--- src/rtl/sec_erase_pkg.sv ---
package sec_erase_pkg;

    typedef enum logic [1:0] {
        ES_IDLE,
        ES_WINDOW,
        ES_ERASE,
        ES_SUSPEND
    } erase_st_e;

    typedef enum logic [2:0] {
        CMD_OTHER,
        CMD_UNLK_A,
        CMD_UNLK_B,
        CMD_SETUP,
        CMD_SECT,
        CMD_SUSP
    } cmd_e;

    typedef struct packed {
        logic       poll;
        logic       tog;
        logic [1:0] rsv_hi;
        logic       closed;
        logic       set_tog;
        logic [1:0] rsv_lo;
    } status_t;

    localparam logic [10:0] UNLK_ADDR_A = 11'h555;
    localparam logic [10:0] UNLK_ADDR_B = 11'h2AA;
    localparam logic [2:0]  SEQ_LAST    = 3'd5;

    function automatic cmd_e classify(input logic [7:0] d);
        case (d)
            8'hAA:   return CMD_UNLK_A;
            8'h55:   return CMD_UNLK_B;
            8'h80:   return CMD_SETUP;
            8'h30:   return CMD_SECT;
            8'hB0:   return CMD_SUSP;
            default: return CMD_OTHER;
        endcase
    endfunction

    // Expected write for each step of the six-write erase sequence
    function automatic logic step_ok(input logic [2:0] step, input cmd_e c,
                                     input logic [10:0] a);
        case (step)
            3'd0, 3'd3: return (c == CMD_UNLK_A) && (a == UNLK_ADDR_A);
            3'd1, 3'd4: return (c == CMD_UNLK_B) && (a == UNLK_ADDR_B);
            3'd2:       return (c == CMD_SETUP)  && (a == UNLK_ADDR_A);
            3'd5:       return (c == CMD_SECT);
            default:    return 1'b0;
        endcase
    endfunction

endpackage

--- src/rtl/sec_cmd_seq.sv ---
module sec_cmd_seq
    import sec_erase_pkg::*;
(
    input  logic        clk,
    input  logic        rst,
    input  logic        armed,
    input  logic        we,
    input  cmd_e        cmd,
    input  logic [10:0] lo_addr,
    output logic        seq_done
);
    logic [2:0] step;
    logic       ok;

    always_comb ok = step_ok(step, cmd, lo_addr);

    assign seq_done = armed && we && ok && (step == SEQ_LAST);

    always_ff @(posedge clk) begin
        if (rst || !armed) begin
            step <= 3'd0;
        end else if (we) begin
            step <= (ok && step != SEQ_LAST) ? step + 3'd1 : 3'd0;
        end
    end

    AST_SEQ_ADVANCE: assert property (@(posedge clk) disable iff (rst)
        armed && we && ok && step != SEQ_LAST |=> step == $past(step) + 3'd1) else $error("seq advance");
    AST_BAD_WRITE_CLEARS: assert property (@(posedge clk) disable iff (rst)
        armed && we && !ok |=> step == 3'd0) else $error("bad write clear");

endmodule

--- src/rtl/sec_erase_engine.sv ---
module sec_erase_engine
    import sec_erase_pkg::*;
#(
    parameter int N_SECT    = 8,
    parameter int WIN_CYC   = 2500,
    parameter int ERASE_CYC = 5000
) (
    input  logic                      clk,
    input  logic                      rst,
    input  logic                      we,
    input  cmd_e                      cmd,
    input  logic [$clog2(N_SECT)-1:0] sect,
    input  logic                      seq_done,
    output erase_st_e                 state,
    output logic [N_SECT-1:0]         sect_set,
    output logic                      win_closed
);
    localparam int WW = $clog2(WIN_CYC + 1);
    localparam int EW = $clog2(ERASE_CYC + 1);

    logic [WW-1:0] win_cnt;
    logic [EW-1:0] er_cnt;
    logic          wr_sect, wr_susp;

    assign wr_sect = we && (cmd == CMD_SECT);
    assign wr_susp = we && (cmd == CMD_SUSP);

    always_ff @(posedge clk) begin
        if (rst) begin
            state      <= ES_IDLE;
            sect_set   <= '0;
            win_cnt    <= '0;
            er_cnt     <= '0;
            win_closed <= 1'b0;
        end else begin
            case (state)
                ES_IDLE: if (seq_done) begin
                    state      <= ES_WINDOW;
                    sect_set   <= N_SECT'(1) << sect;
                    win_cnt    <= '0;
                    er_cnt     <= '0;
                    win_closed <= 1'b0;
                end
                ES_WINDOW: begin
                    if (wr_susp) begin
                        state      <= ES_SUSPEND;
                        win_closed <= 1'b1;
                    end else if (wr_sect) begin
                        sect_set[sect] <= 1'b1;
                        win_cnt        <= '0;
                    end else if (win_cnt == WW'(WIN_CYC - 1)) begin
                        state      <= ES_ERASE;
                        win_closed <= 1'b1;
                    end else begin
                        win_cnt <= win_cnt + 1'b1;
                    end
                end
                ES_ERASE: begin
                    if (wr_susp) begin
                        state <= ES_SUSPEND;
                    end else if (er_cnt == EW'(ERASE_CYC - 1)) begin
                        state      <= ES_IDLE;
                        sect_set   <= '0;
                        win_closed <= 1'b0;
                    end else begin
                        er_cnt <= er_cnt + 1'b1;
                    end
                end
                ES_SUSPEND: if (wr_sect) state <= ES_ERASE;
                default: state <= ES_IDLE;
            endcase
        end
    end

    AST_WIN_EXPIRES: assert property (@(posedge clk) disable iff (rst)
        state == ES_WINDOW && !wr_sect && !wr_susp && win_cnt == WW'(WIN_CYC - 1)
        |=> state == ES_ERASE && win_closed) else $error("window expiry");
    AST_WIN_ADD: assert property (@(posedge clk) disable iff (rst)
        state == ES_WINDOW && wr_sect && !wr_susp |=> state == ES_WINDOW && win_cnt == '0) else $error("window add");
    AST_IDLE_EMPTY: assert property (@(posedge clk) disable iff (rst)
        state == ES_IDLE |-> sect_set == '0) else $error("idle set");
    AST_ERASE_IGNORES: assert property (@(posedge clk) disable iff (rst)
        state == ES_ERASE && we && !wr_susp && er_cnt != EW'(ERASE_CYC - 1)
        |=> state == ES_ERASE && $stable(sect_set)) else $error("erase ignore");
    AST_SUSP_NEXT: assert property (@(posedge clk) disable iff (rst)
        state == ES_ERASE && wr_susp |=> state == ES_SUSPEND) else $error("suspend");
    AST_SUSP_HOLDS_CNT: assert property (@(posedge clk) disable iff (rst)
        state == ES_SUSPEND |=> $stable(er_cnt)) else $error("suspend count");

endmodule

--- src/rtl/sec_status_read.sv ---
module sec_status_read
    import sec_erase_pkg::*;
#(
    parameter int N_SECT = 8
) (
    input  logic                      clk,
    input  logic                      rst,
    input  erase_st_e                 state,
    input  logic [N_SECT-1:0]         sect_set,
    input  logic                      win_closed,
    input  logic                      rd_en,
    input  logic [$clog2(N_SECT)-1:0] rd_sect,
    output logic                      vld,
    output status_t                   stat
);
    logic busy, in_set, show;
    logic tog6, tog2;

    assign busy   = (state == ES_WINDOW) || (state == ES_ERASE);
    assign in_set = sect_set[rd_sect];
    assign show   = rd_en && (busy || (state == ES_SUSPEND && in_set));

    always_ff @(posedge clk) begin
        if (rst) begin
            vld  <= 1'b0;
            stat <= '0;
            tog6 <= 1'b0;
            tog2 <= 1'b0;
        end else begin
            vld <= show;
            if (show) begin
                stat <= '{poll: 1'b0, tog: tog6, rsv_hi: 2'b00, closed: win_closed,
                          set_tog: tog2, rsv_lo: 2'b00};
                if (busy)   tog6 <= ~tog6;
                if (in_set) tog2 <= ~tog2;
            end else begin
                stat <= '0;
            end
        end
    end

    AST_VLD_NEEDS_OP: assert property (@(posedge clk) disable iff (rst)
        vld |-> $past(state) != ES_IDLE) else $error("status while idle");
    AST_SUSP_ONLY_SET: assert property (@(posedge clk) disable iff (rst)
        rd_en && state == ES_SUSPEND && !in_set |=> !vld) else $error("suspend outside set");

endmodule

--- src/rtl/sector_erase_ctrl.sv ---
module sector_erase_ctrl
    import sec_erase_pkg::*;
#(
    parameter int ADDR_W    = 20,
    parameter int SECT_W    = 3,
    parameter int WIN_CYC   = 2500,
    parameter int ERASE_CYC = 5000
) (
    input  logic              clk,
    input  logic              rst,
    input  logic              bus_we,
    input  logic              bus_re,
    input  logic [ADDR_W-1:0] bus_addr,
    input  logic [7:0]        bus_wdata,
    output logic              ready,
    output logic              rd_status_vld,
    output logic [7:0]        rd_status
);
    localparam int N_SECT = 1 << SECT_W;

    cmd_e              cmd;
    erase_st_e         state;
    logic [SECT_W-1:0] sect;
    logic [N_SECT-1:0] sect_set;
    logic              win_closed, seq_done;
    status_t           stat;
    logic              unused_addr;

    assign cmd         = classify(bus_wdata);
    assign sect        = bus_addr[ADDR_W-1 -: SECT_W];
    assign unused_addr = ^bus_addr;

    sec_cmd_seq u_seq (
        .clk      (clk),
        .rst      (rst),
        .armed    (state == ES_IDLE),
        .we       (bus_we),
        .cmd      (cmd),
        .lo_addr  (bus_addr[10:0]),
        .seq_done (seq_done)
    );

    sec_erase_engine #(
        .N_SECT    (N_SECT),
        .WIN_CYC   (WIN_CYC),
        .ERASE_CYC (ERASE_CYC)
    ) u_engine (
        .clk        (clk),
        .rst        (rst),
        .we         (bus_we),
        .cmd        (cmd),
        .sect       (sect),
        .seq_done   (seq_done),
        .state      (state),
        .sect_set   (sect_set),
        .win_closed (win_closed)
    );

    sec_status_read #(
        .N_SECT (N_SECT)
    ) u_status (
        .clk        (clk),
        .rst        (rst),
        .state      (state),
        .sect_set   (sect_set),
        .win_closed (win_closed),
        .rd_en      (bus_re),
        .rd_sect    (sect),
        .vld        (rd_status_vld),
        .stat       (stat)
    );

    assign ready     = (state == ES_IDLE) || (state == ES_SUSPEND);
    assign rd_status = stat;

    AST_SEQ_BUSY: assert property (@(posedge clk) disable iff (rst)
        seq_done |=> !ready) else $error("sequence busy");
    AST_WIN_SUSPEND: assert property (@(posedge clk) disable iff (rst)
        state == ES_WINDOW && bus_we && cmd == CMD_SUSP |=> ready && win_closed) else $error("window suspend");
    AST_POLL_LOW: assert property (@(posedge clk) disable iff (rst)
        $rose(rd_status_vld) |-> !rd_status[7]) else $error("poll bit");

endmodule

--- config.mk ---
export PLATFORM = sky130hd
export DESIGN_NAME = sector_erase_ctrl
export DESIGN_NICKNAME = d
export VERILOG_FILES = /design/src/rtl/sec_erase_pkg.sv /design/src/rtl/sec_cmd_seq.sv /design/src/rtl/sec_erase_engine.sv /design/src/rtl/sec_status_read.sv /design/src/rtl/sector_erase_ctrl.sv
export SDC_FILE = /design/constraint.sdc
export NUM_CORES = 1
export LEC_CHECK = 0
export BUFFER_PORTS_ARGS = -buffer_cell sky130_fd_sc_hd__buf_2
export CORE_MARGIN = 3
export CORE_UTILIZATION = 50
export CTS_BUF_LIST = sky130_fd_sc_hd__clkbuf_16
export DETAILED_ROUTE_END_ITERATION = 7
export GPL_TIMING_DRIVEN = 0
export PLACE_DENSITY = 0.8
export SYNTH_ARGS = -nofsm -noshare
export SYNTH_HDL_FRONTEND = slang
export SYNTH_HIERARCHICAL = 1
export SYNTH_SLANG_ARGS = --single-unit
--- constraint.sdc ---
create_clock -name clk -period 3.45 [get_ports clk]
set_clock_uncertainty 0.1 [all_clocks]
set_input_delay 1.035 -clock clk [delete_from_list [all_inputs] [get_ports clk]]
set_output_delay 1.035 -clock clk [all_outputs]
set_load 0.05 [all_outputs]
# After elaboration in Yosys (flattened, before gate mapping)
# Cells that the tools add are included.
[classes]
shifts = 1
div_mod_pow = 0
mux = 37
bitwise = 4
eq_ne = 34
multipliers = 0
n_reduce_logical = 32
n_lt_le_gt_ge = 2
n_addsub = 3
[ops]
columns = ["cell", "count"]
rows = [
  ["$mux 12", 4],
  ["$mux 8", 5],
  ["$mux 13", 3],
  ["$pmux 13 s2", 1],
  ["$eq 8x8->1 const B", 3],
  ["$pmux 12 s2", 1],
  ["$pmux 8 s3", 1],
  ["$pmux 3 s5", 1],
  ["$mux 2", 7],
  ["$add 13x1->13 const B", 1],
  ["$eq 13x13->1 const B", 1],
  ["$add 12x1->12 const B", 1],
  ["$eq 12x12->1 const B", 1],
  ["$eq 3x2->1 const B", 4],
  ["$eq 3x3->1 const B", 4],
  ["$logic_and 1x1->1", 12],
  ["$reduce_and 6->1", 2],
  ["$eq 11x10->1 const B", 1],
  ["$eq 11x11->1 const B", 1],
  ["$eq 8x6->1 const B", 1],
  ["$eq 8x7->1 const B", 1],
  ["$mux 1", 8],
  ["$ne 2x2->1 const B", 4],
  ["$or 8x8->8", 1],
  ["28 further kinds", 44],
]
[word_totals]
ram_bits = 0
register_bits = 50
out_inout_bits = 10
mem_bits_ro = 0
input_bits = 32
mem_count = 0
latchBits = 0

# Depth between registers and ports, before layout
[depth]
depth_word = 9
ltp_mapped = 15

# Hierarchy
# Netlist, hierarchy kept.
[modules_own_cells]
columns = ["module", "area_per_inst_um2", "instances", "seq_area_each_um2", "cells_each"]
rows = [
  ["sec_erase_engine", 2011.9, 1, 720.7, 235],
  ["sec_cmd_seq", 351.6, 1, 60.1, 45],
  ["sec_status_read", 322.8, 1, 120.1, 33],
  ["sector_erase_ctrl", 112.6, 1, 0.0, 15],
]

# Least setup slack after synthesis
# OpenSTA, ideal clock, no wires.
[synth_path]
path_type = "in2reg"
startpoint = "in bus_wdata[2]"
endpoint = "reg u_engine.er_cnt[6]"
path_buffers = 0
arrival_ps = 3418
path_slack_ps = -196
required_time_ps = 3222
path_stages = 13
cell_sequence = "nor3_2 > nand3b_1 > a2111oi_2 > nor4bb_1 > nand4_1 > o21ai_0 > a21oi_1 > nor2_1 > mux2i_1 > a2111oi_4 > nand3_1 > xor2_1 > nor2_1"
[synth_between]
elab_chain_cells = 9
elab_cells_between_ends = 21
[synth_rtl]
columns = ["element", "line_no", "source"]
rows = [
  ["start: declaration", "sector_erase_ctrl.sv:14", "input logic [7:0] bus_wdata,"],
  ["$eq 8x8->1 (tied with other cells)", "sec_erase_pkg.sv:33", "case (d)"],
  ["$pmux 3 s5 *", "sec_erase_pkg.sv:33", ""],
  ["named net cmd[1]", "sector_erase_ctrl.sv:21", "cmd_e cmd;"],
  ["$eq 3x2->1 (tied with other cells)", "sec_erase_pkg.sv:49", "3'd2: return (c == CMD_SETUP) && (a == UNLK_ADDR_A);"],
  ["$logic_and 1x1->1, on equally long branches", "sec_erase_pkg.sv:49, sec_erase_pkg.sv:47, sec_erase_pkg.sv:48", ""],
  ["$pmux 1 s4 *", "sec_erase_pkg.sv:46", "case (step)"],
  ["$logic_and 1x1->1 * (2 in a row)", "sec_cmd_seq.sv:17", "assign seq_done = armed && we && ok && (step == SEQ_LAST);"],
  ["named net seq_done", "sector_erase_ctrl.sv:25", "logic win_closed, seq_done;"],
  ["$ne 2x2->1 (no source line) *", "-", ""],
  ["$reduce_and 4->1 (no source line) *", "-", ""],
  ["end signal: assignment", "sec_erase_engine.sv:66", "er_cnt <= er_cnt + 1'b1;"],
  ["end: declaration", "sec_erase_engine.sv:22", "logic [EW-1:0] er_cnt;"],
]
# Mark *: on every way through the listed nets, which the timed path passes. The rest lies on a longest branch.
# A chain may end at the register's enable or synchronous reset.

# Worst setup path after layout
[layout_path]
startpoint = "in bus_wdata[0]"
endpoint = "reg u_engine.sect_set[7]"
[layout_between]
elab_chain_cells = 9
elab_cells_between_ends = 24
[layout_rtl]
columns = ["element", "line_no", "source"]
rows = [
  ["$eq 8x8->1 (tied with other cells)", "sec_erase_pkg.sv:33", ""],
  ["$pmux 3 s5 *", "sec_erase_pkg.sv:33", ""],
  ["named net cmd[1]", "sector_erase_ctrl.sv:21", ""],
  ["$eq 3x2->1 (tied with other cells)", "sec_erase_pkg.sv:49", ""],
  ["$logic_and 1x1->1, on equally long branches", "sec_erase_pkg.sv:49, sec_erase_pkg.sv:47, sec_erase_pkg.sv:48", ""],
  ["$pmux 1 s4 *", "sec_erase_pkg.sv:46", ""],
  ["$logic_and 1x1->1 * (2 in a row)", "sec_cmd_seq.sv:17", ""],
  ["named net seq_done", "sector_erase_ctrl.sv:25", ""],
  ["$ne 2x2->1 (no source line) *", "-", ""],
  ["$reduce_and 6->1 (no source line) *", "-", ""],
  ["end signal: assignment", "sec_erase_engine.sv:39", "sect_set <= N_SECT'(1) << sect;"],
  ["end: declaration", "sec_erase_engine.sv:15", "output logic [N_SECT-1:0] sect_set,"],
]
# Marks and branches as above.

==> flow_summary.yaml <==
cts:
  cts.clk_slew.worst_paths_ns: 0.06
  clock_latency_ns: 0.29
  clockBufferDepth: 2
  root_buffer: "clkbuf_16"
  cts.sinks: 45
  cts_tree: "yes"
  cts_buffers: 5
  htree_levels: 2
synth:
  seq_area_frac_synth_pct: 32.2
  synth_compound_area_share_pct: 16.2
  synth_area_um2: 2800
  syn_inst: 328
  synth_top_family_by_area: "simple AND/OR/NAND/NOR gates"
  synth_top_cell_by_area: "dfxtp_1"
  synth_area_leaders: "dfxtp_1, ha_1, xor2_1, nor2_1, nand4_1"
  yosys.area_share.xor_xnor_pct: 6.88
  synth_flop_cell: "dfxtp_1"
  synthMuxAreaShare_pct: 4.07
  yosysTopAreaCellShare_pct: 32.2
  synth_edf_count: 0
  syn_area_per_cell_um2: 8.53
  yosys_warnings: 6
  synth_seq_cells: 45
  synth-async-reset-ratio_pct: 0
  synth_fa_ha_area_share_pct: 6.71
  synth_cell_types: 57
  yosys.area_share.simple_pct: 28.4
global_route:
  grt_pass1_vias: 2521
  globalRoute.totalOverflow: 0
  grt_use_total_pct: 22.7
  antenna_found_initial: 0
  grt_pass1_wl_mm: 11.8
  grt_max_degree: 15
floorplanning:
  io_pins: 42
  core.rowCount: 26
  die_w_um: 80.8
  chipHeight_um: 80.8
  core_um2: 5270
  die_area_um2: 6530
  start_util_pct: 53.1
place:
  gp_congestion: 0.837
  place_ws_ns: -0.532
  dpl_cell_area_um2: 3080
  io_buffers: 30
  dp_hpwl_mm: 4.77
pwr:
  cellInternalPower_mw: 0.859
  power_frac_seq_pct: 44.8
  fin_total_pwr_mw: 1.18
  irDropWorstVdd_uv: 305
  power_switching_share_pct: 27.5
  p_per_area_nw_per_um2: 338
  comb_power_share_pct: 15.6
  switchingPower_mw: 0.326
  pwr-share-clk_pct: 39.6
  p_leak_nw: 1.33
finish:
  fillers: 423
  layout_common_cells: "dfxtp_1, nor2_1, buf_2"
  design_area_um2: 3510
  layout-drive-gt1-share_pct: 24.9
  fin_util_pct: 66.6
  diodes: 0
  final_common_cell: "dfxtp_1"
  nets: 428
  syn_to_final_growth_pct: 25.4
drt:
  first_pass_iters: 5
  drc: 0
  drt_wl_total_mm: 7.21
  dr.first_iter.drc_count: 165
  viasPerCell: 5.88
  wire_per_inst_um: 15.9
  vias: 2657
  postRouteAntennaNets: 0
worst_setup_path:
  cp-start-kind: "primary input"
  crit_path_end_kind: "flop"
  critical_path.max_fanout: 8
  worstPathRequired_ns: 3.50
  arrival_ns: 3.56
  crit_type: "in2reg"
timing:
  hold-worst-slack_ns: 0.350
  worst_slack_ns: -0.0570
  max_slew_margin_pct: 65.2
  rsz0062_at_grt: "yes"
  hold_viol: 0
  min_period_over_period_pct: 102
  fmax_mhz: 285
  setup_viol: 16
  max_slew.worst_pin.slew_ns: 0.523
  post-route-min-period_ns: 3.51
  slew_viol_final: 0
run_status:
  violations: "negative setup slack"
  status: "finished with violations"
hold_path:
  hold_path.class: "reg2reg"
job:
  maxCapViolations: 0
through the flow:
stage	instances	TNS [ns]
6_report	452	-0.716
5_1_grt	452	-4.84
4_1_cts	447	-1.61
3_5_place_dp	432	-16.97
3_3_place_gp	432	-14.13
2_1_floorplan	332	0
final cells by class:
class / count / area (µm²) / area share [%]
timing repair buffer: 42 / 287 / 8.16
sequential: 45 / 901 / 25.7
buffer: 17 / 113 / 3.21
clock buffer: 5 / 125 / 3.57
clock inverter: 3 / 17.5 / 0.499
inverter: 15 / 56.3 / 1.60
multi-input combinational: 255 / 1920 / 54.8
tap: 70 / 87.6 / 2.50
metal layers:
| metal | global-route usage [%] | up-vias | routed length [µm] |
|---|---|---|---|
| met4 | 6.93 | 0 | 61 |
| met2 | 39.6 | 72 | 3570 |
| met3 | 3.55 | 6 | 305 |
| met5 | 0 | - | 0 |
| li1 | - | 1299 | - |
| met1 | 28.6 | 1280 | 3270 |
logic make-up (layout without fill, tap and decap cells):
| group | Yosys count | after routing |
|---|---|---|
| flops | 45 | 45 |
| other cells | 1 | 5 |
| mux | 8 | 8 |
| fa+ha+maj | 15 | 15 |
| simple gates | 142 | 142 |
| xor+xnor | 22 | 22 |
| buf+inv | 32 | 82 |
| compound gates | 63 | 63 |
power groups by stage:
stage                     combinational (mW)  sequential, mW  clock (mW)
after global placement                 0.163           0.542           0
final                                  0.185           0.530       0.469
after CTS                              0.174           0.530       0.474
after detailed placement               0.166           0.542           0
after global routing                   0.201           0.530       0.499
after floorplan                        0.113           0.541           0
state kept, by name (all words and copies together), names as in the netlist:
signal               cells
u_status/stat            3
u_status/tog2            1
u_engine/sect_set        8
u_engine/state           2
u_status/tog6            1
u_seq/step               3
u_status/vld             1
u_engine/er_cnt         13
u_engine/win_cnt        12
u_engine/win_closed      1
critical path, stage by stage:
cell and delay (ns):
buf_6 0.08, nor2b_1 0.14, nand4_1 0.15, a2111oi_4 0.47, nor4bb_2 0.27, nand4_1 0.13, o21ai_2 0.15, a21oi_2 0.07
nor2_4 0.14, nand2b_1 0.15, nand2b_1 0.06, clkbuf_4 0.18, a21oi_1 0.12, and3_1 0.17, buf_4 0.15, a211oi_1 0.08
path summary, 6_finish.rpt:
path                               from                                 to  slack (ns)  depth (start not counted)
min          u_status/tog2$_SDFFE_PP0P_        u_status/stat[2]$_SDFF_PP0_        0.35                          2
min reg2reg  u_status/tog2$_SDFFE_PP0P_        u_status/stat[2]$_SDFF_PP0_        0.35                          2
max                        bus_wdata[0]  u_engine/sect_set[7]$_SDFFE_PP0P_       -0.06                         16
max reg2reg  u_seq/step[1]$_SDFFE_PP0P_  u_engine/sect_set[0]$_SDFFE_PP0P_        0.81                         14
repair_timing:
item                       in CTS  in global routing
setup buffers                   7                  5
pin swaps                      10                 15
hold buffers                    0                  0
gates resized for setup        16                 29
setup endpoints to repair      34                 35
synthesized netlist by cell type, drive strengths merged (2+ instances only):
cell	instances
nor4bb	5
buf	13
nor2b	8
mux2i	5
nor2	40
xor2	20
nor4	2
nor3b	3
clkbuf	4
nor3	3
a2111oi	2
a21oi	13
a211oi	10
xnor2	2
a31oi	9
nand2b	3
ha	15
o21ai	11
nand4	14
mux4	2
o211ai	5
inv	15
o31ai	3
or3	2
nand3b	2
nand2	22
nand3	14
o2111ai	2
nand4b	2
and3	10
dfxtp	45
and4	4
nor4b	3
and4b	2
(Power assumes the default switching activity.)
